<file path="src/rtl/csdec.sv">
module csdec #(
  parameter int NBANK = 4,
  parameter int AW    = 32,
  parameter int HI    = 31,
  parameter int LO    = 24
) (
  input  logic             clk,
  input  logic             rst_n,
  input  logic             cfg_we,
  input  logic [1:0]       cfg_kind,
  input  logic [$clog2(NBANK)-1:0] cfg_bank,
  input  logic [HI-LO:0]   cfg_wdata,
  input  logic             req_valid,
  input  logic [AW-1:0]    req_addr,
  output logic [NBANK-1:0] cs_n,
  output logic             err_pulse,
  output logic             err_sticky,
  output logic [AW-1:0]    err_addr
);
  localparam int MW = HI - LO + 1;

  logic [MW-1:0]    lo_q [NBANK];
  logic [MW-1:0]    hi_q [NBANK];
  logic [NBANK-1:0] en_q;
  logic [NBANK-1:0] hit, pick;
  logic [MW-1:0]    seg;
  logic             miss, clr;

  assign seg  = req_addr[HI:LO];
  assign clr  = cfg_we && cfg_kind == 2'd3 && cfg_wdata[0];
  assign miss = req_valid && !(|hit);

  for (genvar i = 0; i < NBANK; i++) begin : g_bank
    assign hit[i] = en_q[i] && seg >= lo_q[i] && seg <= hi_q[i];
    always_ff @(posedge clk or negedge rst_n)
      if (!rst_n) begin
        lo_q[i] <= '0;
        hi_q[i] <= '0;
        en_q[i] <= 1'b0;
      end else if (cfg_we && cfg_bank == i) begin
        if (cfg_kind == 2'd0) lo_q[i] <= cfg_wdata;
        if (cfg_kind == 2'd1) hi_q[i] <= cfg_wdata;
        if (cfg_kind == 2'd2) en_q[i] <= cfg_wdata[0];
      end
  end

  always_comb begin
    pick = '0;
    for (int i = NBANK - 1; i >= 0; i--)
      if (hit[i]) pick = NBANK'(1) << i;
  end

  always_ff @(posedge clk or negedge rst_n)
    if (!rst_n) begin
      cs_n       <= '1;
      err_pulse  <= 1'b0;
      err_sticky <= 1'b0;
      err_addr   <= '0;
    end else begin
      cs_n      <= req_valid ? ~pick : '1;
      err_pulse <= miss;
      if (miss) err_sticky <= 1'b1;
      else if (clr) err_sticky <= 1'b0;
      if (miss && (!err_sticky || clr)) err_addr <= req_addr;
    end
endmodule


</file>
<file path="config.mk">
export PLATFORM = sky130hd
export DESIGN_NAME = csdec
export DESIGN_NICKNAME = d
export VERILOG_FILES = /design/src/rtl/csdec.sv
export SDC_FILE = /design/constraint.sdc
export NUM_CORES = 1
export LEC_CHECK = 0
export BUFFER_PORTS_ARGS = -buffer_cell sky130_fd_sc_hd__buf_4
export CAP_MARGIN = 20
export CORE_MARGIN = 2
export CORE_UTILIZATION = 30
export CTS_CLUSTER_DIAMETER = 60
export DETAILED_ROUTE_END_ITERATION = 7
export HOLD_SLACK_MARGIN = 0.03
export PLACE_DENSITY = 0.54
export SYNTH_ARGS = -nofsm -noshare
export SYNTH_HDL_FRONTEND = slang
export SYNTH_SLANG_ARGS = --single-unit
</file>
<file path="constraint.sdc">
create_clock -name clk -period 2.1 [get_ports clk]
set_input_delay 0.105 -clock clk [delete_from_list [all_inputs] [get_ports clk]]
set_output_delay 0.105 -clock clk [all_outputs]
set_load 0.02 [all_outputs]
</file>
Yosys cells after proc, flatten, opt, wreduce, memory -nomap -nowiden
Cells that the tools add are included.
W data, S select, Z words.
- register bits: 106
- input bits: 48
- output and inout bits: 38
- word-level logic and storage cells: 73
- order comparisons: 8
- eq/ne operators: 6
- multiplexer cells: 7
- bitwise operators: 1
- reductions and logical operators: 35
- operators by type and width (kind ; count):
    $ge A8 B8 Y1 ; 4
    $le A8 B8 Y1 ; 4
    $reduce_and A2 Y1 ; 12
    $mux W4 ; 5
    $logic_and A1 B1 Y1 ; 16
    $eq A2 B2 Y1 const B ; 4
    $eq A2 B1 Y1 const B ; 2
    $logic_not A2 Y1 ; 2
    $not A4 Y4 ; 1
    $reduce_or A4 Y1 ; 1
    $logic_not A1 Y1 ; 2
    $mux W1 ; 2
    $reduce_bool A2 Y1 ; 1
    $logic_or A1 B1 Y1 ; 1

Longest topological paths before layout
- depth in word-level cells: 9
- gate-level depth with buffers: 10
- depth with buffers taken out: 9

Worst setup path before layout
Ideal clock, no wire load.
- path kind: register to register
- start point: register hi_q[27] in the netlist's numbering
- end point: register err_addr[10]
- library setup time: 0.125 ns
- arrival: 2.175 ns
- data required time: 1.975 ns
- slack: -0.200 ns
- stages on the path, launching flop included: 11
- cell sequence: dfrtp_1 inv_1 ha_1 and3_4 a221oi_1 nor2_1 o31ai_2 nor3_4 nand3b_4 buf_12 mux2_4
- word-level cells in the longest chain between the ends: 6
- RTL lines (what ; line ; source):
    from (decl) ; 23 ; logic [MW-1:0] hi_q [NBANK];
    from (signal, indexed assignment) ; 42 ; if (cfg_kind == 2'd1) hi_q[i] <= cfg_wdata;
    $le A8 B8 Y1 ; 34 ; assign hit[i] = en_q[i] && seg >= lo_q[i] && seg <= hi_q[i];
    $logic_and A1 B1 Y1 ; 34 ;
    $reduce_or A4 Y1 ; 31 ; assign miss = req_valid && !(|hit);
    $logic_not A1 Y1 ; 31 ;
    $logic_and A1 B1 Y1 ; 31 ;
    $logic_and A1 B1 Y1 ; 64 ; if (miss && (!err_sticky || clr)) err_addr <= req_addr;
    to (signal assigned) ; 64 ;
    to (decl) ; 18 ; output logic [AW-1:0] err_addr
Every way passes these cells.
A chain may end at the register's enable or synchronous reset.

Final worst setup path
- start point: register lo_q[18] in the netlist's numbering
- end point: register err_addr[1]
- word-level cells in the longest chain between the ends: 7
- RTL lines (what ; line ; source):
    from (decl) ; 22 ; logic [MW-1:0] lo_q [NBANK];
    from (signal, indexed assignment) ; 41 ; if (cfg_kind == 2'd0) lo_q[i] <= cfg_wdata;
    $ge A8 B8 Y1 ; 34 ;
    $logic_and A1 B1 Y1 (2 in series) ; 34 ;
    $reduce_or A4 Y1 ; 31 ;
    $logic_not A1 Y1 ; 31 ;
    $logic_and A1 B1 Y1 ; 31 ;
    $logic_and A1 B1 Y1 ; 64 ;
Every way passes these cells.

==> out/results.ini <==
[timing]
fin_ws_ps=-363
tns_ps=-11290
finalCritPeriodShare_pct=117
period_needed_ps=2460
hold_viol=0
hold_slack_ps=50.0
rsz0062_at_grt=yes
maxSlewHeadroom_pct=66.3
worstMarginPinSlew_ps=504
clock_skew_ps=7.51
final_max_slew_viol_count=0
finalSetupViolCount=33
max_clock_freq_mhz=406

[worst_setup_path]
cp-end-kind=register
reg2reg_from=lo_q[18]$_DFFE_PN0P_
r2r_end=err_addr[1]$_DFFE_PN0P_
rrSetupSlack_ps=-360
path_cells=inv_1, ha_1, o21a_1, o21ai_2, a221o_1, a221oi_4, nor3_4, nand3b_4, buf_12, mux2_4
slowest_delay_ps=410
worstSetupPathType=register to register
cp_slowest_cell=a221oi_4
critPathMaxFanout=19
r2r_cells=10
arrival_ps=2710
critPathLaunchType=register
required_ps=2340

[logic_synthesis]
netlist.area_leader.share_pct=44.7
postSynth.asyncResetShare_pct=100
avgSynthCellArea_sq_um=11.4
yosys_warnings=0
ys_types=41
synth_edf_count=0
syn_nets=613
netlist_area_sq_um=5710
ys.flop_type=dfrtp_1
synth.area.top_cells=dfrtp_1, ha_1, mux2_2
synth_cells=501
ys_seq_elements=106
synth.largest_area_cell=dfrtp_1
ys_seq_area_share_pct=46.5

[worst_hold_path]
worst_hold_path.endpoint=lo_q[7]$_DFFE_PN0P_
holdPathStages=3
hp-class=input pin to register
hp-start=cfg_wdata[7]

[clock_network]
clockBufferDepth=2
cts_sinks=106
cts_buffers=9
htree_num_levels=3
cts.clk_slew.worst_paths_ps=80
worst_skew_pair.late_latency_ps=360
root_buffer=clkbuf_16
cts_tree=yes

[power]
power.density_nw_per_um2=1030
power_frac_seq_pct=38.8
total_power_uw=7750
comb_power_share_pct=39.8
sw_frac_of_total_pct=34.0
p_clk_share_pct=21.5
ir_drop_mv=0.456
internal_power_uw=5120
leakagePower_uw=0.00370
power.net_switching_uw=2630

[final_layout]
fill_cells=1740
nNetsFinal=763
drive_gt1_share_pct=35.2
final_common_cell=buf_4
synthToLayoutAreaGrowth_pct=31.6
final_util_pct=40.2
n_antenna_cell=0
layout_common_cells=buf_4, dfrtp_1, inv_1

[floorplanning]
dieArea_sq_um=20200
fp.dieH_um=142
fp.dieW_um=142
rows=50
io_pins=86
coreArea_sq_um=18700
initial_utilization_pct=30.5

[grt]
first_global_vias=4456
grt_start_max_net_pins=39
grt_pass1_wl_um=23400
grt-ovfl-total=0
grt_usage_pct=15.2
antenna_found_initial=0

[drt]
drc=0
totalWireLength_um=14600
drt-pass1-iter-count=5
antenna_left=0
routedWlPerCell_um=16.4
drtIter0Drc=161
vias=4191
viasPerCell=4.71

[status]
outcome=complete, but fails checks
violations=setup timing

[placed_design]
gp_congestion=0.808
port_buffers=85
pre_cts_slack_ps=-536
dp_hpwl_um=10700

[run]
drv_cap=0

-- logic make-up (layout without fill, tap and decap cells) --
kind of cell	after synthesis	count (layout)	synth area share (%)
AOI/OAI and AO/OA	80	80	8.45
muxes	72	72	16.2
adders and majority gates	64	64	14.0
and+or+nand+nor	101	101	8.87
DFF	106	106	46.5
buffers and inverters	78	233	5.98
-- per-layer routing --
| layer | vias up | share of wire, % | global-route usage [%] |
|---|---|---|---|
| li1 | 2019 | - | - |
| met5 | - | 0 | 0 |
| met1 | 2041 | 45 | 18.5 |
| met4 | 0 | 2.4 | 5.37 |
| met3 | 23 | 4.7 | 3.57 |
| met2 | 108 | 48 | 26.2 |
-- stage by stage --
step           cell area [sq um]  instances
2_1_floorplan               5740        501
3_3_place_gp                6910        847
3_5_place_dp                6910        847
4_1_cts                     7520        890
5_1_grt                     7520        890
6_report                    7520        890
-- sequential cells by signal, summed over array words and instances, names as in the netlist --
register	cells
hi_q	32
err_sticky	1
lo_q	32
cs_n	4
err_addr	32
err_pulse	1
en_q	4
-- cell usage after synthesis (2+ instances only) --
cell type  count
o31ai_1        2
mux2_2        42
dfrtp_1      102
nor3_1         7
inv_1         66
nand3b_1       4
nor3b_1        2
nand2_1       44
dfstp_2        4
nand4_1        7
o21ai_1        2
o21ai_0       38
a21o_1         3
buf_12         3
nor2_1        16
a21oi_1       21
mux2_4        30
nor2b_1        4
o22ai_1        3
clkbuf_1       9
nand3_1        5
o21a_1         2
ha_1          64
nand2b_1       4
-- power by group through the flow --
| stage | Combinational (uW) | Sequential [uW] | Clock [uW] |
|---|---|---|---|
| floorplan | 1470 | 3390 | 0 |
| global placement | 2930 | 3020 | 0 |
| detailed placement | 3000 | 3040 | 0 |
| CTS | 3100 | 3000 | 1720 |
| global route | 3380 | 3090 | 1800 |
| finish | 3080 | 3010 | 1660 |
-- critical path, delay by kind of cell (launching register included) --
kind            cells  cell delay [ps]
simple gates        2              210
flops               1              350
fa+ha+maj           1              260
buf+inv             2              240
mux                 1              320
compound gates      4              950
-- layout make-up --
cell class | instances | area [sq um] | share of cell area, %
sequential | 106 | 2660 | 35.3
clock inverter | 7 | 60.1 | 0.799
timing repair buffer | 151 | 1250 | 16.6
inverter | 66 | 248 | 3.29
multi-input combinational | 317 | 2790 | 37.1
clock buffer | 9 | 225 | 3.00
tap | 234 | 293 | 3.89
-- worst max path at each step --
| stage | start | slack (ps) | end | cells past startpoint |
|---|---|---|---|---|
| floorplan | lo_q[19]$_DFFE_PN0P_ | -130 | err_addr[10]$_DFFE_PN0P_ | 10 |
| global placement | hi_q[13]$_DFFE_PN0P_ | -550 | err_addr[12]$_DFFE_PN0P_ | 10 |
| detailed placement | hi_q[15]$_DFFE_PN0P_ | -540 | err_addr[22]$_DFFE_PN0P_ | 10 |
| CTS | lo_q[18]$_DFFE_PN0P_ | -370 | err_addr[8]$_DFFE_PN0P_ | 10 |
| global route | lo_q[18]$_DFFE_PN0P_ | -430 | err_addr[8]$_DFFE_PN0P_ | 10 |
| finish | lo_q[18]$_DFFE_PN0P_ | -360 | err_addr[1]$_DFFE_PN0P_ | 10 |
-- repair_timing --
action | in CTS | in global routing
endpoints found under the setup margin | 35 | 34
hold buffers | 27 | 0
buffers inserted | 0 | 1
gates resized for setup | 9 | 1
hold endpoints to repair | 57 | 0
pin swaps | 1 | 0
(Power assumes the default switching activity.)
